===== src/rtl/abus_pkg.sv =====
`timescale 1ns/1ps
package abus_pkg;

    localparam int CNT_W   = 6;
    localparam int NUM_STB = 4;
    localparam int STB_CS  = 0;
    localparam int STB_ADV = 1;
    localparam int STB_OE  = 2;
    localparam int STB_WE  = 3;

    typedef logic [CNT_W-1:0] cnt_t;

    typedef enum logic [2:0] {
        FLD_CS_ON   = 3'd0,
        FLD_CS_OFF  = 3'd1,
        FLD_ADV_ON  = 3'd2,
        FLD_ADV_OFF = 3'd3,
        FLD_RW_ON   = 3'd4,
        FLD_RW_OFF  = 3'd5,
        FLD_ACCESS  = 3'd6,
        FLD_LENGTH  = 3'd7
    } fld_e;

    typedef struct packed {
        cnt_t cs_on;
        cnt_t cs_off;
        cnt_t adv_on;
        cnt_t adv_off;
        cnt_t rw_on;
        cnt_t rw_off;
        cnt_t access;
        cnt_t length;
    } tmg_t;

    function automatic tmg_t tmg_reset(input logic is_wr);
        tmg_t t;
        t.cs_on   = cnt_t'(1);
        t.adv_on  = cnt_t'(1);
        t.adv_off = cnt_t'(3);
        if (is_wr) begin
            t.cs_off = cnt_t'(5);
            t.rw_on  = cnt_t'(1);
            t.rw_off = cnt_t'(5);
            t.access = cnt_t'(0);
            t.length = cnt_t'(5);
        end else begin
            t.cs_off = cnt_t'(11);
            t.rw_on  = cnt_t'(4);
            t.rw_off = cnt_t'(11);
            t.access = cnt_t'(10);
            t.length = cnt_t'(11);
        end
        return t;
    endfunction

    function automatic tmg_t tmg_update(input tmg_t t, input fld_e f, input cnt_t v);
        tmg_t r;
        r = t;
        case (f)
            FLD_CS_ON:   r.cs_on   = v;
            FLD_CS_OFF:  r.cs_off  = v;
            FLD_ADV_ON:  r.adv_on  = v;
            FLD_ADV_OFF: r.adv_off = v;
            FLD_RW_ON:   r.rw_on   = v;
            FLD_RW_OFF:  r.rw_off  = v;
            FLD_ACCESS:  r.access  = v;
            default:     r.length  = v;
        endcase
        return r;
    endfunction

    // A zero length still occupies one clock.
    function automatic cnt_t eff_length(input cnt_t len);
        return (len == '0) ? cnt_t'(1) : len;
    endfunction

    // Reversed or overlong off counts fall back to the cycle end.
    function automatic cnt_t eff_off(input cnt_t on, input cnt_t off, input cnt_t len);
        return ((off < on) || (off > len)) ? len : off;
    endfunction

    function automatic cnt_t eff_access(input cnt_t acc, input cnt_t len);
        return (acc >= len) ? (len - cnt_t'(1)) : acc;
    endfunction

    function automatic logic in_window(input cnt_t k, input cnt_t on, input cnt_t off_e);
        return (k >= on) && (k < off_e);
    endfunction

endpackage


===== src/rtl/abus_cfg.sv =====
`timescale 1ns/1ps
module abus_cfg
    import abus_pkg::*;
(
    input  logic       clk,
    input  logic       rst,
    input  logic       lock,
    input  logic       cfg_wr,
    input  logic       cfg_set,
    input  fld_e       cfg_field,
    input  cnt_t       cfg_value,
    output tmg_t [1:0] tmg_q
);

    // Index 0 holds the read set, index 1 the write set.
    for (genvar g = 0; g < 2; g++) begin : g_set
        always_ff @(posedge clk) begin
            if (rst) begin
                tmg_q[g] <= tmg_reset(g == 1);
            end else if (cfg_wr && !lock && (cfg_set == (g == 1))) begin
                tmg_q[g] <= tmg_update(tmg_q[g], cfg_field, cfg_value);
            end
        end
    end

endmodule


===== src/rtl/abus_seq.sv =====
`timescale 1ns/1ps
module abus_seq
    import abus_pkg::*;
(
    input  logic       clk,
    input  logic       rst,
    input  logic       req,
    input  logic       req_write,
    input  tmg_t [1:0] tmg_q,
    output logic       active_q,
    output logic       wr_q,
    output cnt_t       cnt_q,
    output logic       active_d,
    output logic       wr_d,
    output cnt_t       cnt_d,
    output logic       accept,
    output logic       req_ready,
    output logic       ack_q
);

    tmg_t cur_tmg;
    cnt_t cur_len;
    logic last;

    assign cur_tmg   = tmg_q[wr_q];
    assign cur_len   = eff_length(cur_tmg.length);
    assign last      = active_q && (cnt_q == cur_len - cnt_t'(1));
    assign req_ready = !active_q || last;
    assign accept    = req && req_ready;

    always_comb begin
        active_d = active_q;
        wr_d     = wr_q;
        cnt_d    = cnt_q;
        if (accept) begin
            active_d = 1'b1;
            wr_d     = req_write;
            cnt_d    = '0;
        end else if (last) begin
            active_d = 1'b0;
            cnt_d    = '0;
        end else if (active_q) begin
            cnt_d    = cnt_q + cnt_t'(1);
        end
    end

    always_ff @(posedge clk) begin
        if (rst) begin
            active_q <= 1'b0;
            wr_q     <= 1'b0;
            cnt_q    <= '0;
            ack_q    <= 1'b0;
        end else begin
            active_q <= active_d;
            wr_q     <= wr_d;
            cnt_q    <= cnt_d;
            ack_q    <= last;
        end
    end

endmodule


===== src/rtl/abus_strobe.sv =====
`timescale 1ns/1ps
module abus_strobe
    import abus_pkg::*;
(
    input  logic clk,
    input  logic rst,
    input  logic active_d,
    input  logic enable,
    input  cnt_t cnt_d,
    input  cnt_t on_cnt,
    input  cnt_t off_cnt,
    input  cnt_t len,
    output logic strobe_n
);

    // Registered from next-state so the pin changes cleanly on the edge.
    always_ff @(posedge clk) begin
        if (rst) begin
            strobe_n <= 1'b1;
        end else begin
            strobe_n <= !(active_d && enable &&
                          in_window(cnt_d, on_cnt, eff_off(on_cnt, off_cnt, len)));
        end
    end

endmodule


===== src/rtl/abus_cycle_gen.sv =====
`timescale 1ns/1ps
module abus_cycle_gen
    import abus_pkg::*;
#(
    parameter int ADDR_W = 16,
    parameter int DATA_W = 8
) (
    input  logic              clk,
    input  logic              rst,
    input  logic              cfg_wr,
    input  logic              cfg_set,
    input  logic [2:0]        cfg_field,
    input  logic [CNT_W-1:0]  cfg_value,
    input  logic              req,
    input  logic              req_write,
    input  logic [ADDR_W-1:0] req_addr,
    input  logic [DATA_W-1:0] req_wdata,
    output logic              req_ready,
    output logic              ack,
    output logic [DATA_W-1:0] ack_rdata,
    output logic              bus_cs_n,
    output logic              bus_adv_n,
    output logic              bus_oe_n,
    output logic              bus_we_n,
    output logic [ADDR_W-1:0] bus_addr,
    output logic [DATA_W-1:0] bus_dq_o,
    output logic              bus_dq_oe,
    input  logic [DATA_W-1:0] bus_dq_i
);

    tmg_t [1:0] tmg_q;
    logic       active_q, wr_q, active_d, wr_d, accept;
    cnt_t       cnt_q, cnt_d;

    abus_cfg u_cfg (
        .clk       (clk),
        .rst       (rst),
        .lock      (active_q || req),
        .cfg_wr    (cfg_wr),
        .cfg_set   (cfg_set),
        .cfg_field (fld_e'(cfg_field)),
        .cfg_value (cfg_value),
        .tmg_q     (tmg_q)
    );

    abus_seq u_seq (
        .clk       (clk),
        .rst       (rst),
        .req       (req),
        .req_write (req_write),
        .tmg_q     (tmg_q),
        .active_q  (active_q),
        .wr_q      (wr_q),
        .cnt_q     (cnt_q),
        .active_d  (active_d),
        .wr_d      (wr_d),
        .cnt_d     (cnt_d),
        .accept    (accept),
        .req_ready (req_ready),
        .ack_q     (ack)
    );

    // Timing of the cycle that the next clock belongs to.
    tmg_t nx_tmg;
    cnt_t nx_len;
    assign nx_tmg = tmg_q[wr_d];
    assign nx_len = eff_length(nx_tmg.length);

    cnt_t stb_on  [NUM_STB];
    cnt_t stb_off [NUM_STB];
    logic stb_en  [NUM_STB];
    logic [NUM_STB-1:0] stb_n;

    always_comb begin
        stb_on[STB_CS]   = nx_tmg.cs_on;
        stb_off[STB_CS]  = nx_tmg.cs_off;
        stb_en[STB_CS]   = 1'b1;
        stb_on[STB_ADV]  = nx_tmg.adv_on;
        stb_off[STB_ADV] = nx_tmg.adv_off;
        stb_en[STB_ADV]  = 1'b1;
        stb_on[STB_OE]   = nx_tmg.rw_on;
        stb_off[STB_OE]  = nx_tmg.rw_off;
        stb_en[STB_OE]   = !wr_d;
        stb_on[STB_WE]   = nx_tmg.rw_on;
        stb_off[STB_WE]  = nx_tmg.rw_off;
        stb_en[STB_WE]   = wr_d;
    end

    for (genvar g = 0; g < NUM_STB; g++) begin : g_stb
        abus_strobe u_stb (
            .clk      (clk),
            .rst      (rst),
            .active_d (active_d),
            .enable   (stb_en[g]),
            .cnt_d    (cnt_d),
            .on_cnt   (stb_on[g]),
            .off_cnt  (stb_off[g]),
            .len      (nx_len),
            .strobe_n (stb_n[g])
        );
    end

    assign bus_cs_n  = stb_n[STB_CS];
    assign bus_adv_n = stb_n[STB_ADV];
    assign bus_oe_n  = stb_n[STB_OE];
    assign bus_we_n  = stb_n[STB_WE];

    // Capture point of the running cycle.
    tmg_t cur_tmg;
    cnt_t cur_acc;
    logic capture;
    assign cur_tmg = tmg_q[wr_q];
    assign cur_acc = eff_access(cur_tmg.access, eff_length(cur_tmg.length));
    assign capture = active_q && !wr_q && (cnt_q == cur_acc);

    logic [ADDR_W-1:0] addr_q;
    logic [DATA_W-1:0] wdata_q, rdata_q;
    logic              dq_oe_q;

    always_ff @(posedge clk) begin
        if (rst) begin
            addr_q  <= '0;
            wdata_q <= '0;
            rdata_q <= '0;
            dq_oe_q <= 1'b0;
        end else begin
            if (accept) begin
                addr_q  <= req_addr;
                wdata_q <= req_wdata;
            end
            if (capture) begin
                rdata_q <= bus_dq_i;
            end
            dq_oe_q <= active_d && wr_d &&
                       (cnt_d < eff_off(nx_tmg.rw_on, nx_tmg.rw_off, nx_len));
        end
    end

    assign bus_addr  = addr_q;
    assign bus_dq_o  = wdata_q;
    assign bus_dq_oe = dq_oe_q;
    assign ack_rdata = rdata_q;

endmodule


===== config.mk =====
export PLATFORM = sky130hd
export DESIGN_NAME = abus_cycle_gen
export DESIGN_NICKNAME = d
export VERILOG_FILES = /design/src/rtl/abus_pkg.sv /design/src/rtl/abus_cfg.sv /design/src/rtl/abus_seq.sv /design/src/rtl/abus_strobe.sv /design/src/rtl/abus_cycle_gen.sv
export SDC_FILE = /design/constraint.sdc
export NUM_CORES = 1
export LEC_CHECK = 0
export BUFFER_PORTS_ARGS = -buffer_cell sky130_fd_sc_hd__buf_2
export CORE_UTILIZATION = 55
export CTS_BUF_LIST = sky130_fd_sc_hd__clkbuf_4 sky130_fd_sc_hd__clkbuf_8
export DETAILED_ROUTE_END_ITERATION = 8
export PLACE_DENSITY = 0.77
export SYNTH_ARGS = -nofsm -noshare
export SYNTH_HDL_FRONTEND = slang
export SYNTH_SLANG_ARGS = --single-unit

===== constraint.sdc =====
create_clock -name clk -period 6.83 [get_ports clk]
set_input_delay 1.7075 -clock clk [delete_from_list [all_inputs] [get_ports clk]]
set_output_delay 1.7075 -clock clk [all_outputs]
set_load 0.02 [all_outputs]

==> flow_metrics.env, run 1 <==
export IMPL_run_status="finished, final reports clean"
export IMPL_syn_num_nets=995
export IMPL_synth_seq_cells=142
export IMPL_groute_usage_overall_pct=27.8
export IMPL_dieArea_mm2=0.0153
export IMPL_hpwl_um=14400
export IMPL_cts_sinks=142
export IMPL_grt_pass1_vias=6227
export IMPL_maxCapViolations=0
export IMPL_grt_overflow_total=0
export IMPL_die_y_um=124
export IMPL_placementRows=44
export IMPL_htreeDepth=4
export IMPL_fin_crit_ns=6.33
export IMPL_place_gp_congestion=0.932
export IMPL_critPathArrivalTime_ns=6.69
export IMPL_ir_drop_mv=0.152
export IMPL_via_per_inst=5.73
export IMPL_numPortBuffers=85
export IMPL_core_area_mm2=0.0145
export IMPL_yosysWarnings=0
export IMPL_path_class="flop to flop"
export IMPL_grt_max_degree=88
export IMPL_clkLatencyLatePin_ns=0.47
export IMPL_initialDrtViolationCount=315
export IMPL_drive_gt1_share_pct=18.8
export IMPL_dominantRegCellSynth="dfxtp_1"
export IMPL_critPathLaunchType="flop"
export IMPL_layout_commonest_cell="mux2i_1"
export IMPL_min_path_type="flop to flop"
export IMPL_clk_pin_slew_ns=0.09
export IMPL_synth_edf_count=0
export IMPL_fin_crit_sh_pct=92.7
export IMPL_pwr_density_cell_mw_per_mm2=206
export IMPL_syn_area_per_cell_um2=9.31
export IMPL_synth_cell_type_count=58
export IMPL_finalHoldViolCount=0
export IMPL_multi_input_area_mm2=0.00508
export IMPL_fillCellCount=1209
export IMPL_cts_tree="yes"
export IMPL_p_leak_nw=4.29
export IMPL_critPathMaxFanout=18
export IMPL_r2r_start="u_seq.wr_q"
export IMPL_drtAntennaViolNets=0
export IMPL_layout_cells_non_filler=1152
export IMPL_max_freq_ghz=0.158
export IMPL_preCtsSetupSlack_ns=0.117
export IMPL_worstMarginPinSlew_ns=1.11
export IMPL_relSlewSlack_pct=25.7
export IMPL_finalClockSkew_ns=0.0177
export IMPL_grt_antenna_before_repair=0
export IMPL_worstSetupStartpoint="u_seq.wr_q"
export IMPL_seq_area_mm2=0.00284
export IMPL_vias=6598
export IMPL_design_area_mm2=0.00921
export IMPL_worst_endpoint_required_ns=7.19
export IMPL_setup_viol=0
export IMPL_cts_buffers=17
export IMPL_placed_cells=1122
export IMPL_diodes=0
export IMPL_dr_pass1_iters=5
export IMPL_maxSlewViolCount=0
export IMPL_netlist_area_mm2=0.00814
export IMPL_synthToLayoutAreaGrowth_pct=13.2
export IMPL_postCtsHoldBufs=0
export IMPL_root_buffer="clkbuf_8"
export IMPL_synthCells=874
export IMPL_final_cell_mix="mux2i_1 (153), dfxtp_1 (142), nor2_1 (127), buf_2 (84), ha_1 (74)"
export IMPL_placed_cell_area_mm2=0.00877
export IMPL_grt_pass1_wl_um=32100
export IMPL_clock_path_buffers=2
export IMPL_io_pins=86
export IMPL_worstHoldStart="ack_rdata[7]"
export IMPL_worst_setup_path_end_kind="flop"
export IMPL_synth_yosys_seq_area_share_pct=34.9
export IMPL_nNetsFinal=1078
export IMPL_drc=0
export IMPL_routed_wl_um=20300
export IMPL_start_util_pct=56.2
export IMPL_synth_async_sr_flop_share_pct=0
export IMPL_fp_dieW_um=124
export IMPL_post_route_worst_setup_slack_ns=0.501
export IMPL_wl_per_cell_um=17.6
[critical path: stages, from the launching register on]
cell and delay [ns]:
dfxtp_1 0.57, buf_4 0.26, or3b_1 0.35, o2111a_1 0.18, or3_1 0.35, a21o_1 0.24, o31ai_2 0.30, or2_4 0.26
buf_4 0.31, mux2_2 0.41, ha_1 0.30, o21a_1 0.11, o21ai_0 0.15, nand2b_1 0.07, a21oi_1 0.14, nor2b_1 0.06
o22ai_1 0.19, o21ai_2 0.11, buf_4 0.17, o21ai_0 0.16, ha_1 0.27, a21oi_1 0.13, nor2b_1 0.06, o21ai_0 0.12
or4b_2 0.65, nor4_2 0.24, a211oi_1 0.08
[cell type report]
type,count,area share (%)
clock buffers,19,2.84
clock inverters,11,1.55
inverters,19,0.774
multi-input cells,672,55.2
flip-flops and latches,142,30.9
well taps,184,2.50
repair buffers,105,6.28
[timing repair]
| action | 4_1_cts | 5_1_grt |
|---|---|---|
| setup endpoints to repair | 0 | 5 |
| buffers inserted | 0 | 0 |
| resized for setup | 0 | 10 |
[synthesized netlist by cell type, types with 14 or more instances]
master / count / area [um^2]
a21oi_1: 37 / 185
mux2i_1: 153 / 1530
nor2b_1: 23 / 144
dfxtp_1: 142 / 2840
nand3_1: 18 / 90.1
inv_1: 19 / 71.3
mux2_2: 29 / 327
a21o_1: 15 / 113
o21ai_0: 30 / 150
ha_1: 74 / 926
clkbuf_1: 31 / 116
nand2b_1: 14 / 87.6
nand2_1: 53 / 199
nor2_1: 127 / 477
[metal layers]
layer | part of all wire (%) | wire, um | global-route usage (%)
met3 | 3.7 | 755 | 5.17
met5 | 0 | 0 | 0
met4 | 4.1 | 821 | 15.4
met1 | 45 | 9100 | 34.1
met2 | 47 | 9570 | 46.0
[per-stage QoR]
step	utilization [%]	power (W)	setup TNS [ns]	hold slack, ns
global placement	60.5	0.00120	0	0.451
global route	63.6	0.00198	-0.0324	0.506
detailed placement	60.5	0.00121	0	0.458
floorplan	-	0.00112	0	0.437
finish	63.6	0.00190	0	0.476
CTS	63.3	0.00191	0	0.479
[report_power, final]
part	switching, W	leakage (nW)	internal (W)
Clock	0.000331	0.191	0.000373
Combinational	0.000197	2.95	0.000142
Sequential	0.0000122	1.15	0.000845
Total	0.000540	4.29	0.00136
[path summary, 6_finish.rpt]
| check | end | cells after the start | slack (ns) |
|---|---|---|---|
| worst min register to register | ack_rdata[7] | 2 | 0.48 |
| worst min-delay path | ack_rdata[7] | 2 | 0.48 |
| worst max-delay path | g_stb[1].u_stb.strobe_n | 26 | 0.50 |
| worst max register to register | g_stb[1].u_stb.strobe_n | 26 | 0.50 |
[flip-flops by register name, indices dropped and copies added, names as in the netlist, 4 cells and up]
name                  cells
g_stb.u_stb.strobe_n      4
bus_addr                 16
u_seq.cnt_q               6
ack_rdata                 8
bus_dq_o                  8
u_cfg.tmg_q              96
[kinds of logic (layout without fill, tap and decap cells)]
group,after synthesis,after routing,synth area share [%]
AOI/OAI and AO/OA,117,117,9.50
xor gates and xnor gates,15,15,1.95
adders and majority gates,74,74,11.4
muxes,182,182,22.8
DFF,142,142,34.9
and+or+nand+nor,284,284,16.3
buffers and inverters,60,154,3.06
Power figures use the tool's default switching activity.
==> run 2: changes to the inputs <==
--- a/config.mk
+++ b/config.mk
@@ -9,7 +9,7 @@
 export CORE_UTILIZATION = 55
 export CTS_BUF_LIST = sky130_fd_sc_hd__clkbuf_4 sky130_fd_sc_hd__clkbuf_8
 export DETAILED_ROUTE_END_ITERATION = 8
-export PLACE_DENSITY = 0.77
+export PLACE_DENSITY = 0.78
 export SYNTH_ARGS = -nofsm -noshare
 export SYNTH_HDL_FRONTEND = slang
 export SYNTH_SLANG_ARGS = --single-unit
==> run 2 against run 1 <==
  * Clock power up 14%
  * Critical path depth up 3
  * Wire length up 0.48%
  * Setup slack worse by 0.17 ns
  * Via count up 2.3%
  * Core utilization up 0.48 points
  * Cell area up 0.75%
  * First-iteration DRC count up 41%
  * Maximum frequency down 2.6%
  * Sequential share of layout area down 0.23 points
  * Die area unchanged
  * Hold slack better by 0.00087 ns
  * Critical endpoint is now g_stb[3].u_stb.strobe_n
  * Largest cell class unchanged
==> flow_metrics.env, run 2 (same netlist as run 1, synthesis figures left out) <==
export IMPL_synthToLayoutAreaGrowth_pct=14.0
export IMPL_r2r_worst_path_cells=29
export IMPL_maxCapViolations=0
export IMPL_cts_buffers=17
export IMPL_clk_pin_slew_ns=0.09
export IMPL_relSlewSlack_pct=24.8
export IMPL_root_buffer="clkbuf_8"
export IMPL_grt_max_degree=76
export IMPL_nNetsFinal=1076
export IMPL_hpwl_um=14400
export IMPL_routed_wl_um=20400
export IMPL_fin_crit_sh_pct=95.1
export IMPL_fin_setup_tns_ns=0
export IMPL_placementRows=44
export IMPL_numPortBuffers=85
export IMPL_postCtsHoldBufs=0
export IMPL_r2r_end="g_stb[3].u_stb.strobe_n"
export IMPL_crit_buf_inv=3
export IMPL_grtUsageMet3_pct=6.00
export IMPL_vias=6753
export IMPL_cpPeakStageDelay_ns=0.39
export IMPL_power_frac_comb_pct=17.4
export IMPL_ir_drop_mv=0.175
export IMPL_min_path_type="flop to flop"
export IMPL_worstSetupStartpoint="u_cfg.tmg_q[4]"
export IMPL_max_freq_ghz=0.154
export IMPL_grt_pass1_wl_um=32300
export IMPL_crit_cells=29
export IMPL_critPathCapture="g_stb[3].u_stb.strobe_n"
export IMPL_p_seq_share_pct=42.7
export IMPL_fin_hold_ws_ns=0.477
export IMPL_power_share_clock_pct=39.9
export IMPL_diodes=0
export IMPL_rrSetupSlack_ns=0.33
export IMPL_p_leak_nw=4.33
export IMPL_layout_commonest_cell="mux2i_1"
export IMPL_drc=0
export IMPL_critPathMaxFanout=17
export IMPL_seq_area_mm2=0.00284
export IMPL_final_cell_mix="mux2i_1 (153), dfxtp_1 (142), nor2_1 (127), buf_2 (84), ha_1 (74)"
export IMPL_clock_path_buffers=2
export IMPL_placed_cell_area_mm2=0.00874
export IMPL_finalClockSkew_ns=0.0138
export IMPL_switchingPower_w=0.000559
export IMPL_design_area_mm2=0.00928
export IMPL_initialDrtViolationCount=443
export IMPL_cts_tree="yes"
export IMPL_post_route_worst_setup_slack_ns=0.332
export IMPL_grt_pass1_vias=6331
export IMPL_place_gp_congestion=0.952
export IMPL_finalHoldViolCount=0
export IMPL_clkLatencyLatePin_ns=0.47
export IMPL_grt_antenna_before_repair=0
export IMPL_multi_input_area_mm2=0.00508
export IMPL_maxSlewViolCount=0
export IMPL_switching_share_pct=27.9
export IMPL_fin_crit_ns=6.50
export IMPL_grt_overflow_total=0
export IMPL_path_class="flop to flop"
export IMPL_r2r_start="u_cfg.tmg_q[4]"
export IMPL_cts_sinks=142
export IMPL_core_area_mm2=0.0145
export IMPL_dieArea_mm2=0.0153
export IMPL_setup_viol=0
export IMPL_die_y_um=124
export IMPL_fp_dieW_um=124
export IMPL_critPathTopFamily="compound AO/OA/AOI/OAI gates"
export IMPL_worst_setup_path_end_kind="flop"
export IMPL_critPathArrivalTime_ns=6.86
export IMPL_largest_reg_flops=96
export IMPL_grtUsageMet1_pct=33.9
export IMPL_top_usage_layer="met2"
export IMPL_intPower_w=0.00145
export IMPL_drive_gt1_share_pct=18.5
export IMPL_via_per_inst=5.86
export IMPL_fillCellCount=1214
export IMPL_drtAntennaViolNets=0
export IMPL_worst_endpoint_required_ns=7.19
export IMPL_groute_usage_overall_pct=27.9
export IMPL_grt_use_met2_pct=45.6
export IMPL_pwr_density_cell_mw_per_mm2=216
export IMPL_htreeDepth=4
export IMPL_cp_slowest_cell="dfxtp_1"
export IMPL_preCtsSetupSlack_ns=0.0529
export IMPL_worstMarginPinSlew_ns=1.12
export IMPL_wl_per_cell_um=17.7
export IMPL_critPathLaunchType="flop"
export IMPL_io_pins=86
export IMPL_run_status="finished, final reports clean"
export IMPL_regMostFlops="u_cfg.tmg_q"
export IMPL_fin_util_pct=64.1
export IMPL_start_util_pct=56.2
export IMPL_dr_pass1_iters=5
-- run 2: worst min-delay path by stage --
stage / start / cells after the start / endpoint / slack [ns]
after floorplan: u_cfg.tmg_q[13] / 2 / u_cfg.tmg_q[13] / 0.44
after global placement: u_cfg.tmg_q[9] / 2 / u_cfg.tmg_q[9] / 0.45
after detailed placement: u_cfg.tmg_q[13] / 2 / u_cfg.tmg_q[13] / 0.46
after CTS: ack_rdata[6] / 2 / ack_rdata[6] / 0.47
after global routing: ack_rdata[6] / 2 / ack_rdata[6] / 0.49
final: ack_rdata[7] / 2 / ack_rdata[7] / 0.48
-- run 2: worst register-to-register path: cells and delay by family (launching register included) --
kind	cells	cell delay (ns)
compound gates	9	2.04
xor+xnor	1	0.37
fa+ha+maj	3	0.83
buf+inv	3	0.49
flops	1	0.39
mux	2	0.54
simple gates	11	1.73
-- run 2: per-layer routing --
layer	wire (um)	share of wire [%]
met2	9490	47
met4	980	4.8
met3	1020	5.0
met1	8860	44
met5	0	0
-- run 2: through the flow --
step,total power (W),std cells
floorplan,0.00112,874
global placement,0.00120,1119
detailed placement,0.00121,1119
CTS,0.00201,1151
global route,0.00210,1152
finish,0.00201,1152
-- run 2: final cells by class --
type / instances / share of cell area, %
Clock buffer: 18 / 2.67
Timing Repair Buffer: 103 / 6.20
Tap cell: 184 / 2.48
Clock inverter: 14 / 2.51
Sequential cell: 142 / 30.6
Multi-Input combinational cell: 672 / 54.7
Inverter: 19 / 0.769
-- run 2: power groups by stage --
stage	registers (W)	logic (W)	clock network [W]
4_1_cts	0.000857	0.000336	0.000816
3_3_place_gp	0.000876	0.000326	0
3_5_place_dp	0.000877	0.000332	0
2_1_floorplan	0.000888	0.000228	0
6_report	0.000857	0.000349	0.000801
5_1_grt	0.000860	0.000381	0.000855
-- run 2: repair_timing --
action,CTS,global route
gates resized for setup,0,7
setup buffers,0,1
endpoints found under the setup margin,0,5
==> run 3: changes to the inputs <==
--- a/config.mk
+++ b/config.mk
@@ -10,6 +10,7 @@
 export CTS_BUF_LIST = sky130_fd_sc_hd__clkbuf_4 sky130_fd_sc_hd__clkbuf_8
 export DETAILED_ROUTE_END_ITERATION = 8
 export PLACE_DENSITY = 0.78
+export RECOVER_POWER = 100
 export SYNTH_ARGS = -nofsm -noshare
 export SYNTH_HDL_FRONTEND = slang
 export SYNTH_SLANG_ARGS = --single-unit
==> run 3 against run 2 <==
  * The run now ends with max-capacitance violations, max-slew violations left
  * Core utilization fell by 0.48 points
  * Clock-buffer cell count did not move
  * Power fell by 0.23%
  * Via count fell by 0.44%
  * Die area did not move
  * Maximum frequency fell by 0.36%
  * Sequential cell count did not move
  * Critical path type unchanged
  * Highest routed layer unchanged
==> flow_metrics.env, run 3 (same netlist as run 1, synthesis figures left out) <==
export IMPL_worst_endpoint_required_ns=7.19
export IMPL_worstMarginPinSlew_ns=3.36
export IMPL_vias=6723
export IMPL_clk_pin_slew_ns=0.09
export IMPL_grtUsageMet3_pct=6.00
export IMPL_whs_path_depth=2
export IMPL_drc=0
export IMPL_relSlewSlack_pct=-124
export IMPL_placementRows=44
export IMPL_wl_per_cell_um=17.7
export IMPL_grt_use_met2_pct=45.6
export IMPL_ir_drop_mv=0.175
export IMPL_cp_slowest_cell="a211oi_1"
export IMPL_place_gp_congestion=0.952
export IMPL_p_leak_nw=4.17
export IMPL_maxCapViolations=3
export IMPL_htreeDepth=4
export IMPL_final_cell_mix="mux2i_1 (153), dfxtp_1 (142), nor2_1 (127), ha_1 (74), nand2_1 (53)"
export IMPL_r2r_worst_path_cells=29
export IMPL_maxSlewViolCount=137
export IMPL_multi_input_area_mm2=0.00507
export IMPL_via_per_inst=5.84
export IMPL_fillCellCount=1237
export IMPL_min_path_type="flop to flop"
export IMPL_drive_gt1_share_pct=14.0
export IMPL_grt_max_degree=76
export IMPL_clock_path_buffers=2
export IMPL_grtUsageMet1_pct=33.9
export IMPL_routed_wl_um=20400
export IMPL_cts_tree="yes"
export IMPL_regMostFlops="u_cfg.tmg_q"
export IMPL_run_status="finished with violations"
export IMPL_groute_usage_overall_pct=27.9
export IMPL_cts_sinks=142
export IMPL_numPortBuffers=85
export IMPL_initialDrtViolationCount=454
export IMPL_root_buffer="clkbuf_8"
export IMPL_largest_reg_flops=96
export IMPL_synthToLayoutAreaGrowth_pct=13.2
export IMPL_grt_pass1_vias=6331
export IMPL_max_freq_ghz=0.153
export IMPL_fin_hold_ws_ns=0.478
export IMPL_path_class="flop to flop"
export IMPL_start_util_pct=56.2
export IMPL_critPathLaunchType="flop"
export IMPL_grt_antenna_before_repair=0
export IMPL_worstHoldStart="ack_rdata[4]"
export IMPL_die_y_um=124
export IMPL_io_pins=86
export IMPL_fin_setup_tns_ns=0
export IMPL_critPathArrivalTime_ns=6.88
export IMPL_core_area_mm2=0.0145
export IMPL_design_area_mm2=0.00921
export IMPL_top_usage_layer="met2"
export IMPL_layout_commonest_cell="mux2i_1"
export IMPL_dieArea_mm2=0.0153
export IMPL_fp_dieW_um=124
export IMPL_holdPathEnd="ack_rdata[4]"
export IMPL_layout_cells_non_filler=1152
export IMPL_pwr_density_cell_mw_per_mm2=217
export IMPL_seq_area_mm2=0.00284
export IMPL_setup_viol=0
export IMPL_worst_setup_path_end_kind="flop"
export IMPL_fin_crit_ns=6.52
export IMPL_drtAntennaViolNets=0
export IMPL_cts_buffers=17
export IMPL_postCtsHoldBufs=0
export IMPL_grt_overflow_total=0
export IMPL_placed_cells=1119
export IMPL_hpwl_um=14400
export IMPL_rrSetupSlack_ns=0.31
export IMPL_r2r_start="u_cfg.tmg_q[4]"
export IMPL_diodes=0
export IMPL_r2r_end="g_stb[3].u_stb.strobe_n"
export IMPL_placed_cell_area_mm2=0.00874
export IMPL_cpPeakStageDelay_ns=0.40
export IMPL_dr_pass1_iters=5
export IMPL_fin_crit_sh_pct=95.5
export IMPL_critPathMaxFanout=17
export IMPL_finalClockSkew_ns=0.0130
export IMPL_grt_pass1_wl_um=32300
export IMPL_nNetsFinal=1076
export IMPL_finalHoldViolCount=0
export IMPL_clkLatencyLatePin_ns=0.47
export IMPL_violations="max-capacitance violations, max-slew violations"
==> run 3: changes by cell type in the layout (fill, tap and decap cells not counted) <==
cell	previous run	this run
clkbuf_1	0	43
buf_2	84	44
buf_4	18	15
and2_0	0	2
and2_1	6	4
a21oi_2	1	2
a21oi_4	1	0
==> run 3: area by class of cell <==
class	count	area share (%)
clock inverter	14	2.53
inverter	19	0.774
sequential	142	30.9
multi-input combinational	672	55.1
timing repair buffer	103	5.58
clock buffer	18	2.69
tap	184	2.50
==> run 3: timing repair <==
action,4_1_cts,5_1_grt
buffers inserted,0,1
endpoints found under the setup margin,0,5
resized for setup,0,7
==> run 3: routing by layer <==
metal	part of all wire (%)	wire length [um]	vias up
met5	0	0	-
met4	5.0	1010	0
met3	5.5	1110	71
met2	46	9400	213
met1	43	8840	3187
li1	-	-	3252
==> run 3: worst max-delay path: cells and delay by family, from the launching register on <==
family	cells	cell delay [ns]
multiplexers	2	0.54
buffers and inverters	3	0.49
AND/OR/NAND/NOR	11	1.72
adder cells (fa/ha/maj)	3	0.83
AO/OA/AOI/OAI	9	2.06
XOR/XNOR	1	0.37
flip-flops	1	0.39
==> run 3: worst max-delay path by stage <==
| stage | startpoint | end | depth (start not counted) |
|---|---|---|---|
| floorplan | u_cfg.tmg_q[1] | g_stb[1].u_stb.strobe_n | 30 |
| global placement | u_cfg.tmg_q[1] | g_stb[1].u_stb.strobe_n | 30 |
| detailed placement | u_cfg.tmg_q[1] | g_stb[1].u_stb.strobe_n | 30 |
| CTS | u_cfg.tmg_q[1] | g_stb[3].u_stb.strobe_n | 28 |
| global route | u_cfg.tmg_q[4] | g_stb[3].u_stb.strobe_n | 29 |
| finish | u_cfg.tmg_q[4] | g_stb[3].u_stb.strobe_n | 29 |
==> run 3: metrics by stage <==
| stage | total power (W) | setup WS (ns) | utilization (%) |
|---|---|---|---|
| after floorplan | 0.00112 | 0.187 | - |
| after global placement | 0.00120 | 0.292 | 60.4 |
| after detailed placement | 0.00121 | 0.0529 | 60.4 |
| after CTS | 0.00201 | 0.0190 | 63.7 |
| after global routing | 0.00209 | -0.0325 | 63.6 |
| final | 0.00200 | 0.308 | 63.6 |
==> run 3: report_power, final <==
group	total, W	switching (W)	internal [W]	leakage [nW]
registers	0.000858	0.0000127	0.000845	1.15
clock network	0.000801	0.000348	0.000453	0.237
logic	0.000344	0.000198	0.000145	2.78
